===== config.mk =====
export PLATFORM = sky130hd
export DESIGN_NAME = mmc_counter
export DESIGN_NICKNAME = d
export VERILOG_FILES = /design/src/rtl/mmc_pkg.sv /design/src/rtl/mmc_timebase.sv /design/src/rtl/mmc_core.sv /design/src/rtl/mmc_cmp.sv /design/src/rtl/mmc_counter.sv
export SDC_FILE = /design/constraint.sdc
export NUM_CORES = 1
export LEC_CHECK = 0
export BUFFER_PORTS_ARGS = -buffer_cell sky130_fd_sc_hd__buf_4
export CAP_MARGIN = 0
export CORE_MARGIN = 10
export CORE_UTILIZATION = 46
export CTS_CLUSTER_SIZE = 28
export DETAILED_ROUTE_END_ITERATION = 12
export PLACE_DENSITY_LB_ADDON = 0.08
export SYNTH_ARGS = -nofsm -noshare
export SYNTH_HDL_FRONTEND = slang
export SYNTH_SLANG_ARGS = --single-unit

===== constraint.sdc =====
create_clock -name clk -period 5.1 [get_ports clk]
set_input_delay 0.765 -clock clk [delete_from_list [all_inputs] [get_ports clk]]
set_output_delay 0.765 -clock clk [all_outputs]
set_load 0.005 [all_outputs]

===== src/rtl/mmc_pkg.sv =====
package mmc_pkg;
  localparam int CW = 32;
  localparam int HW = CW / 2;
  localparam int WW = CW + 2;

  typedef logic signed [WW-1:0] wide_t;

  typedef enum logic [1:0] {
    RG_S32 = 2'd0,
    RG_U32 = 2'd1,
    RG_S16 = 2'd2,
    RG_U16 = 2'd3
  } range_e;

  typedef enum logic [2:0] {
    REL_EQ = 3'd0,
    REL_GT = 3'd1,
    REL_LT = 3'd2,
    REL_GE = 3'd3,
    REL_LE = 3'd4,
    REL_NE = 3'd5
  } rel_e;

  function automatic logic signed_rg(range_e r);
    return (r == RG_S32) || (r == RG_S16);
  endfunction

  // Squeeze a raw value into the representation of range r
  function automatic logic [CW-1:0] fit(logic [CW-1:0] v, range_e r);
    case (r)
      RG_S16:  fit = {{HW{v[HW-1]}}, v[HW-1:0]};
      RG_U16:  fit = {{HW{1'b0}}, v[HW-1:0]};
      default: fit = v;
    endcase
  endfunction

  function automatic wide_t widen(logic [CW-1:0] v, range_e r);
    if (signed_rg(r)) return $signed({{2{v[CW-1]}}, v});
    return $signed({2'b00, v});
  endfunction

  function automatic wide_t top_of(range_e r);
    case (r)
      RG_S32:  top_of = $signed({3'b000, {(CW-1){1'b1}}});
      RG_U32:  top_of = $signed({2'b00, {CW{1'b1}}});
      RG_S16:  top_of = $signed({{(WW-HW+1){1'b0}}, {(HW-1){1'b1}}});
      default: top_of = $signed({{(WW-HW){1'b0}}, {HW{1'b1}}});
    endcase
  endfunction

  function automatic wide_t bottom_of(range_e r);
    case (r)
      RG_S32:  bottom_of = $signed({3'b111, {(CW-1){1'b0}}});
      RG_S16:  bottom_of = $signed({{(WW-HW+1){1'b1}}, {(HW-1){1'b0}}});
      default: bottom_of = '0;
    endcase
  endfunction

  function automatic logic rel_hit(wide_t a, wide_t b, logic [2:0] rel);
    case (rel)
      REL_EQ:  rel_hit = (a == b);
      REL_GT:  rel_hit = (a > b);
      REL_LT:  rel_hit = (a < b);
      REL_GE:  rel_hit = (a >= b);
      REL_LE:  rel_hit = (a <= b);
      REL_NE:  rel_hit = (a != b);
      default: rel_hit = 1'b0;
    endcase
  endfunction
endpackage


===== src/rtl/mmc_timebase.sv =====
module mmc_timebase #(
  parameter int unsigned TICKS_PER_100NS = 4
) (
  input  logic       clk,
  input  logic       rst_n,
  input  logic       run,
  input  logic [2:0] sel,
  output logic       tick
);
  localparam int unsigned T  = TICKS_PER_100NS;
  localparam int unsigned NSEL = 7;
  localparam int unsigned D0 = (T / 4 > 0) ? T / 4 : 1;
  localparam int unsigned D1 = (T / 2 > 0) ? T / 2 : 1;
  localparam int unsigned DMAX = 10000 * T;
  localparam int DIVW = $clog2(DMAX + 1);

  logic [DIVW-1:0] lim [NSEL];
  logic [DIVW-1:0] div_q;
  logic [DIVW-1:0] cur_lim;
  logic            live;

  generate
    for (genvar i = 0; i < NSEL; i++) begin : g_lim
      localparam int unsigned DV = (i == 0) ? D0 :
                                   (i == 1) ? D1 :
                                   (i == 2) ? T :
                                   (i == 3) ? 10 * T :
                                   (i == 4) ? 100 * T :
                                   (i == 5) ? 1000 * T : DMAX;
      assign lim[i] = DIVW'(DV - 1);
    end
  endgenerate

  assign live    = run && (sel != 3'd7);
  assign cur_lim = (sel == 3'd7) ? '0 : lim[sel];
  assign tick    = live && (div_q >= cur_lim);

  always_ff @(posedge clk) begin
    if (!rst_n)              div_q <= '0;
    else if (!live || tick)  div_q <= '0;
    else                     div_q <= div_q + 1'b1;
  end
endmodule


===== src/rtl/mmc_core.sv =====
module mmc_core
  import mmc_pkg::*;
(
  input  logic          clk,
  input  logic          rst_n,
  input  logic          evt,
  input  logic          load,
  input  logic          down,
  input  logic          ring,
  input  range_e        rng,
  input  logic [CW-1:0] load_v,
  input  logic [CW-1:0] lo_v,
  input  logic [CW-1:0] hi_v,
  input  logic          grab,
  output logic [CW-1:0] count_q,
  output logic [CW-1:0] grab_q,
  output logic          at_top,
  output logic          at_bot
);
  wide_t cur, rlo, rhi, nxt;

  assign cur    = widen(count_q, rng);
  assign rlo    = widen(lo_v, rng);
  assign rhi    = widen(hi_v, rng);
  assign at_top = (cur >= top_of(rng));
  assign at_bot = (cur <= bottom_of(rng));

  always_comb begin
    nxt = cur;
    if (ring) begin
      if (!down) nxt = (cur >= rhi) ? rlo : cur + 1;
      else       nxt = (cur <= rlo) ? rhi : cur - 1;
    end else begin
      if (!down) nxt = at_top ? cur : cur + 1;
      else       nxt = at_bot ? cur : cur - 1;
    end
  end

  always_ff @(posedge clk) begin
    if (!rst_n) begin
      count_q <= '0;
      grab_q  <= '0;
    end else begin
      if (load)     count_q <= load_v;
      else if (evt) count_q <= nxt[CW-1:0];
      if (grab)     grab_q  <= count_q;
    end
  end
endmodule


===== src/rtl/mmc_cmp.sv =====
module mmc_cmp
  import mmc_pkg::*;
(
  input  logic          clk,
  input  logic          rst_n,
  input  logic [CW-1:0] cnt_v,
  input  logic [CW-1:0] ref_v,
  input  range_e        rng,
  input  logic [2:0]    rel,
  output logic          hit_now,
  output logic          hit_q,
  output logic          rise_q
);
  assign hit_now = rel_hit(widen(cnt_v, rng), widen(ref_v, rng), rel);

  always_ff @(posedge clk) begin
    if (!rst_n) begin
      hit_q  <= 1'b0;
      rise_q <= 1'b0;
    end else begin
      hit_q  <= hit_now;
      rise_q <= hit_now && !hit_q;
    end
  end
endmodule


===== src/rtl/mmc_counter.sv =====
module mmc_counter
  import mmc_pkg::*;
#(
  parameter int unsigned TICKS_PER_100NS = 4
) (
  input  logic        clk,
  input  logic        rst_n,
  input  logic        src_internal,
  input  logic        ext_pulse,
  input  logic [2:0]  tick_sel,
  input  logic        cnt_en,
  input  logic        count_down,
  input  logic        ring_mode,
  input  logic [1:0]  range_sel,
  input  logic        preset_req,
  input  logic [31:0] preset_val,
  input  logic [31:0] ring_lo,
  input  logic [31:0] ring_hi,
  input  logic        latch_req,
  input  logic [31:0] cmp_val,
  input  logic [2:0]  cmp_rel,
  output logic [31:0] count,
  output logic [31:0] latch_val,
  output logic        cmp_out,
  output logic        cmp_rise
);
  range_e        rng;
  logic          ext_q;
  logic          ext_edge;
  logic          int_tick;
  logic          count_evt;
  logic          at_top, at_bot;
  logic          hit_now;
  logic [CW-1:0] preset_fit, ring_lo_fit, ring_hi_fit, cmp_fit;

  assign rng         = range_e'(range_sel);
  assign preset_fit  = fit(preset_val, rng);
  assign ring_lo_fit = fit(ring_lo, rng);
  assign ring_hi_fit = fit(ring_hi, rng);
  assign cmp_fit     = fit(cmp_val, rng);

  always_ff @(posedge clk) begin
    if (!rst_n) ext_q <= 1'b0;
    else        ext_q <= ext_pulse;
  end
  assign ext_edge = ext_pulse && !ext_q;

  mmc_timebase #(.TICKS_PER_100NS(TICKS_PER_100NS)) u_tb (
    .clk  (clk),
    .rst_n(rst_n),
    .run  (cnt_en && src_internal),
    .sel  (tick_sel),
    .tick (int_tick)
  );

  assign count_evt = cnt_en && (src_internal ? int_tick : ext_edge);

  mmc_core u_core (
    .clk    (clk),
    .rst_n  (rst_n),
    .evt    (count_evt),
    .load   (preset_req),
    .down   (count_down),
    .ring   (ring_mode),
    .rng    (rng),
    .load_v (preset_fit),
    .lo_v   (ring_lo_fit),
    .hi_v   (ring_hi_fit),
    .grab   (latch_req),
    .count_q(count),
    .grab_q (latch_val),
    .at_top (at_top),
    .at_bot (at_bot)
  );

  mmc_cmp u_cmp (
    .clk    (clk),
    .rst_n  (rst_n),
    .cnt_v  (count),
    .ref_v  (cmp_fit),
    .rng    (rng),
    .rel    (cmp_rel),
    .hit_now(hit_now),
    .hit_q  (cmp_out),
    .rise_q (cmp_rise)
  );
endmodule


==> impl_metrics.json <==
{
  "cp_data_required_time_ps": 5340,
  "area_growth_pct": 23.5,
  "ir_worst_vdd_v": 0.000186,
  "synth.lib_cells_used.distinct": 84,
  "critPathCaptureType": "flip-flop",
  "first_global_vias": 10500,
  "crit_arrival_ps": 4660,
  "power_density_mw_per_mm2": 246,
  "gp_congestion": 1.03,
  "clockRootBuffer": "clkbuf_16",
  "placed_cell_area_mm2": 0.0117,
  "netlist_instances": 1275,
  "viasPerCell": 6.15,
  "worst-path-buf-inv": 4,
  "hp-class": "flip-flop to flip-flop",
  "path_max_fanout": 14,
  "vias": 10800,
  "crit_chain": "buf_4 -> inv_1 -> nor2_1 -> inv_1 -> nor2_1 -> buf_4 -> a21oi_1 -> ha_1 -> a21oi_1 -> o21ai_1 -> a211oi_1 -> o311ai_1 -> o21ai_2 -> mux2i_1 -> nor3_1 -> o41ai_1",
  "tightestPinTransition_ps": 1410,
  "portBuffers": 210,
  "p_switching_w": 0.00127,
  "dieArea_mm2": 0.0272,
  "crit_type": "primary input to flip-flop",
  "async_flop_share": 0,
  "ctsResizeCount": 0,
  "total_leakage_power_nw": 5.73,
  "skew_ps": 7.91,
  "coreArea_mm2": 0.0204,
  "rows": 52,
  "synth_area_per_cell_um2": 7.58,
  "wire_per_inst_um": 23.3,
  "grt_usage": 0.291,
  "antenna_found_initial": 1,
  "dieWidth_um": 165,
  "cts.sinks": 83,
  "drtAntennaViolNets": 0,
  "stdcell_area_mm2": 0.0119,
  "power_frac_seq": 0.274,
  "max-slew-margin-rel": 0.0546,
  "synth_warnings": 0,
  "cts_hold_buf": 0,
  "cap_violations": 0,
  "synth_flop_cell": "dfxtp_1",
  "clkPwrFrac": 0.223,
  "power.internal_w": 0.00167,
  "netlist_area_mm2": 0.00967,
  "setup_viol": 0,
  "layout_common_cells": "buf_4, ha_1, nor2_1",
  "p_comb_frac": 0.504,
  "nets": 1774,
  "cp-start-kind": "primary input",
  "crit_family": "compound AO/OA/AOI/OAI gates",
  "die_h_um": 165,
  "overflow": 0,
  "clkLatencyLatePin_ps": 350,
  "htree_num_levels": 3,
  "post_cts_buffers": 0,
  "hpwl_mm": 31.9,
  "nFillCells": 1986,
  "clk_pin_slew_worst_paths_ps": 70,
  "switching_share": 0.431,
  "rsz0062_at_grt": "false",
  "n_antenna_cell": 0,
  "setup_tns_ps": 0,
  "drive_above_1_share": 0.202,
  "clock_path_buffers": 2,
  "syn_nets": 1574,
  "cts_tree": "built",
  "finalWirelength_mm": 40.7,
  "drtPass1Iterations": 6,
  "initial_core_util": 0.473,
  "critPathMaxStageDelay_ps": 600,
  "grt_pass1_wl_mm": 61.6,
  "post-route-min-period_ps": 4410,
  "synth-seq-cells": 83,
  "fin_crit_sh": 0.866,
  "run_status": "finished clean",
  "fmax_mhz": 227,
  "final_hold_viol_count": 0,
  "synth_edf_count": 0,
  "drc": 0,
  "layout.cells.most_common": "buf_4",
  "grt_max_degree": 49,
  "cpMaxStageDelayCell": "o21ai_2",
  "ys_seq_area_frac": 0.172,
  "num_io_pins": 211,
  "drt-initial-drc-count": 1258,
  "timing.final.max_slew_violations": 0,
  "cts_buffers": 9
}
cell families (layout without fill, tap and decap cells):
kind of cell | after synthesis | in the layout | share of synthesized area
AO/OA/AOI/OAI | 344 | 344 | 0.230
XOR/XNOR | 76 | 76 | 0.0689
adder cells (fa/ha/maj) | 154 | 154 | 0.199
buffers and inverters | 141 | 346 | 0.0572
flip-flops | 83 | 83 | 0.172
multiplexers | 54 | 54 | 0.0563
AND/OR/NAND/NOR | 423 | 423 | 0.217
final timing paths:
kind                       from                  to  slack [ps]  depth (start not counted)
max                range_sel[1]  u_core.count_q[29]         690                         16
min               u_tb.div_q[0]       u_tb.div_q[0]         470                          1
max reg2reg  u_core.count_q[15]   u_core.count_q[6]        1060                         10
min reg2reg       u_tb.div_q[0]       u_tb.div_q[0]         470                          1
synth_stat cells (all sizes together) (9+ instances only):
master,instances,area share
a211oi,12,0.0093
a21o,26,0.020
a21oi,107,0.055
a31oi,11,0.0071
and3,18,0.012
buf,22,0.011
clkbuf,46,0.018
dfxtp,83,0.17
ha,154,0.20
inv,72,0.028
mux2i,51,0.053
nand2,103,0.040
nand2b,14,0.0091
nand3,51,0.026
nand4,24,0.016
nor2,115,0.045
nor2b,9,0.0058
nor3,30,0.016
nor4,13,0.0091
o211ai,19,0.015
o21ai,76,0.040
o31ai,12,0.0093
xnor2,48,0.043
xor2,28,0.025
power by group through the flow:
stage | registers [W] | clock network (W) | logic (W)
final | 0.000804 | 0.000654 | 0.00148
after detailed placement | 0.000812 | 0 | 0.00144
after floorplan | 0.000787 | 0 | 0.000878
after global routing | 0.000811 | 0.000681 | 0.00162
after global placement | 0.000812 | 0 | 0.00143
after CTS | 0.000797 | 0.000661 | 0.00145
area by class of cell:
type,count,area [um2],area share
multi-input combinational,1051,7450,0.624
sequential,83,1660,0.139
inverter,73,274,0.0230
clock buffer,10,239,0.0200
timing repair buffer,257,1930,0.162
clock inverter,6,46.3,0.00388
tap,270,338,0.0283
stage by stage:
step	setup WS (ps)	instances	hold WS, ps	power [W]	util
final	685	1750	465	0.00294	0.584
after floorplan	600	1275	426	0.00167	-
after CTS	821	1750	470	0.00290	0.584
after global placement	474	1734	442	0.00224	0.570
after global routing	429	1750	482	0.00311	0.584
after detailed placement	464	1734	456	0.00225	0.570
flip-flops by register name, indices dropped and copies added, names as in the netlist:
name / cells
u_core.count_q: 32
u_cmp.rise_q: 1
u_cmp.hit_q: 1
ext_q: 1
u_core.grab_q: 32
u_tb.div_q: 16
routing by layer:
metal / GRT usage / vias to the layer above / part of all wire
met5: 0 / - / 0.00032
met4: 0.0890 / 2 / 0.027
met3: 0.0861 / 90 / 0.13
met2: 0.426 / 656 / 0.42
met1: 0.401 / 4940 / 0.43
li1: - / 5079 / -
Note: power is estimated with default switching activity, not from simulation.
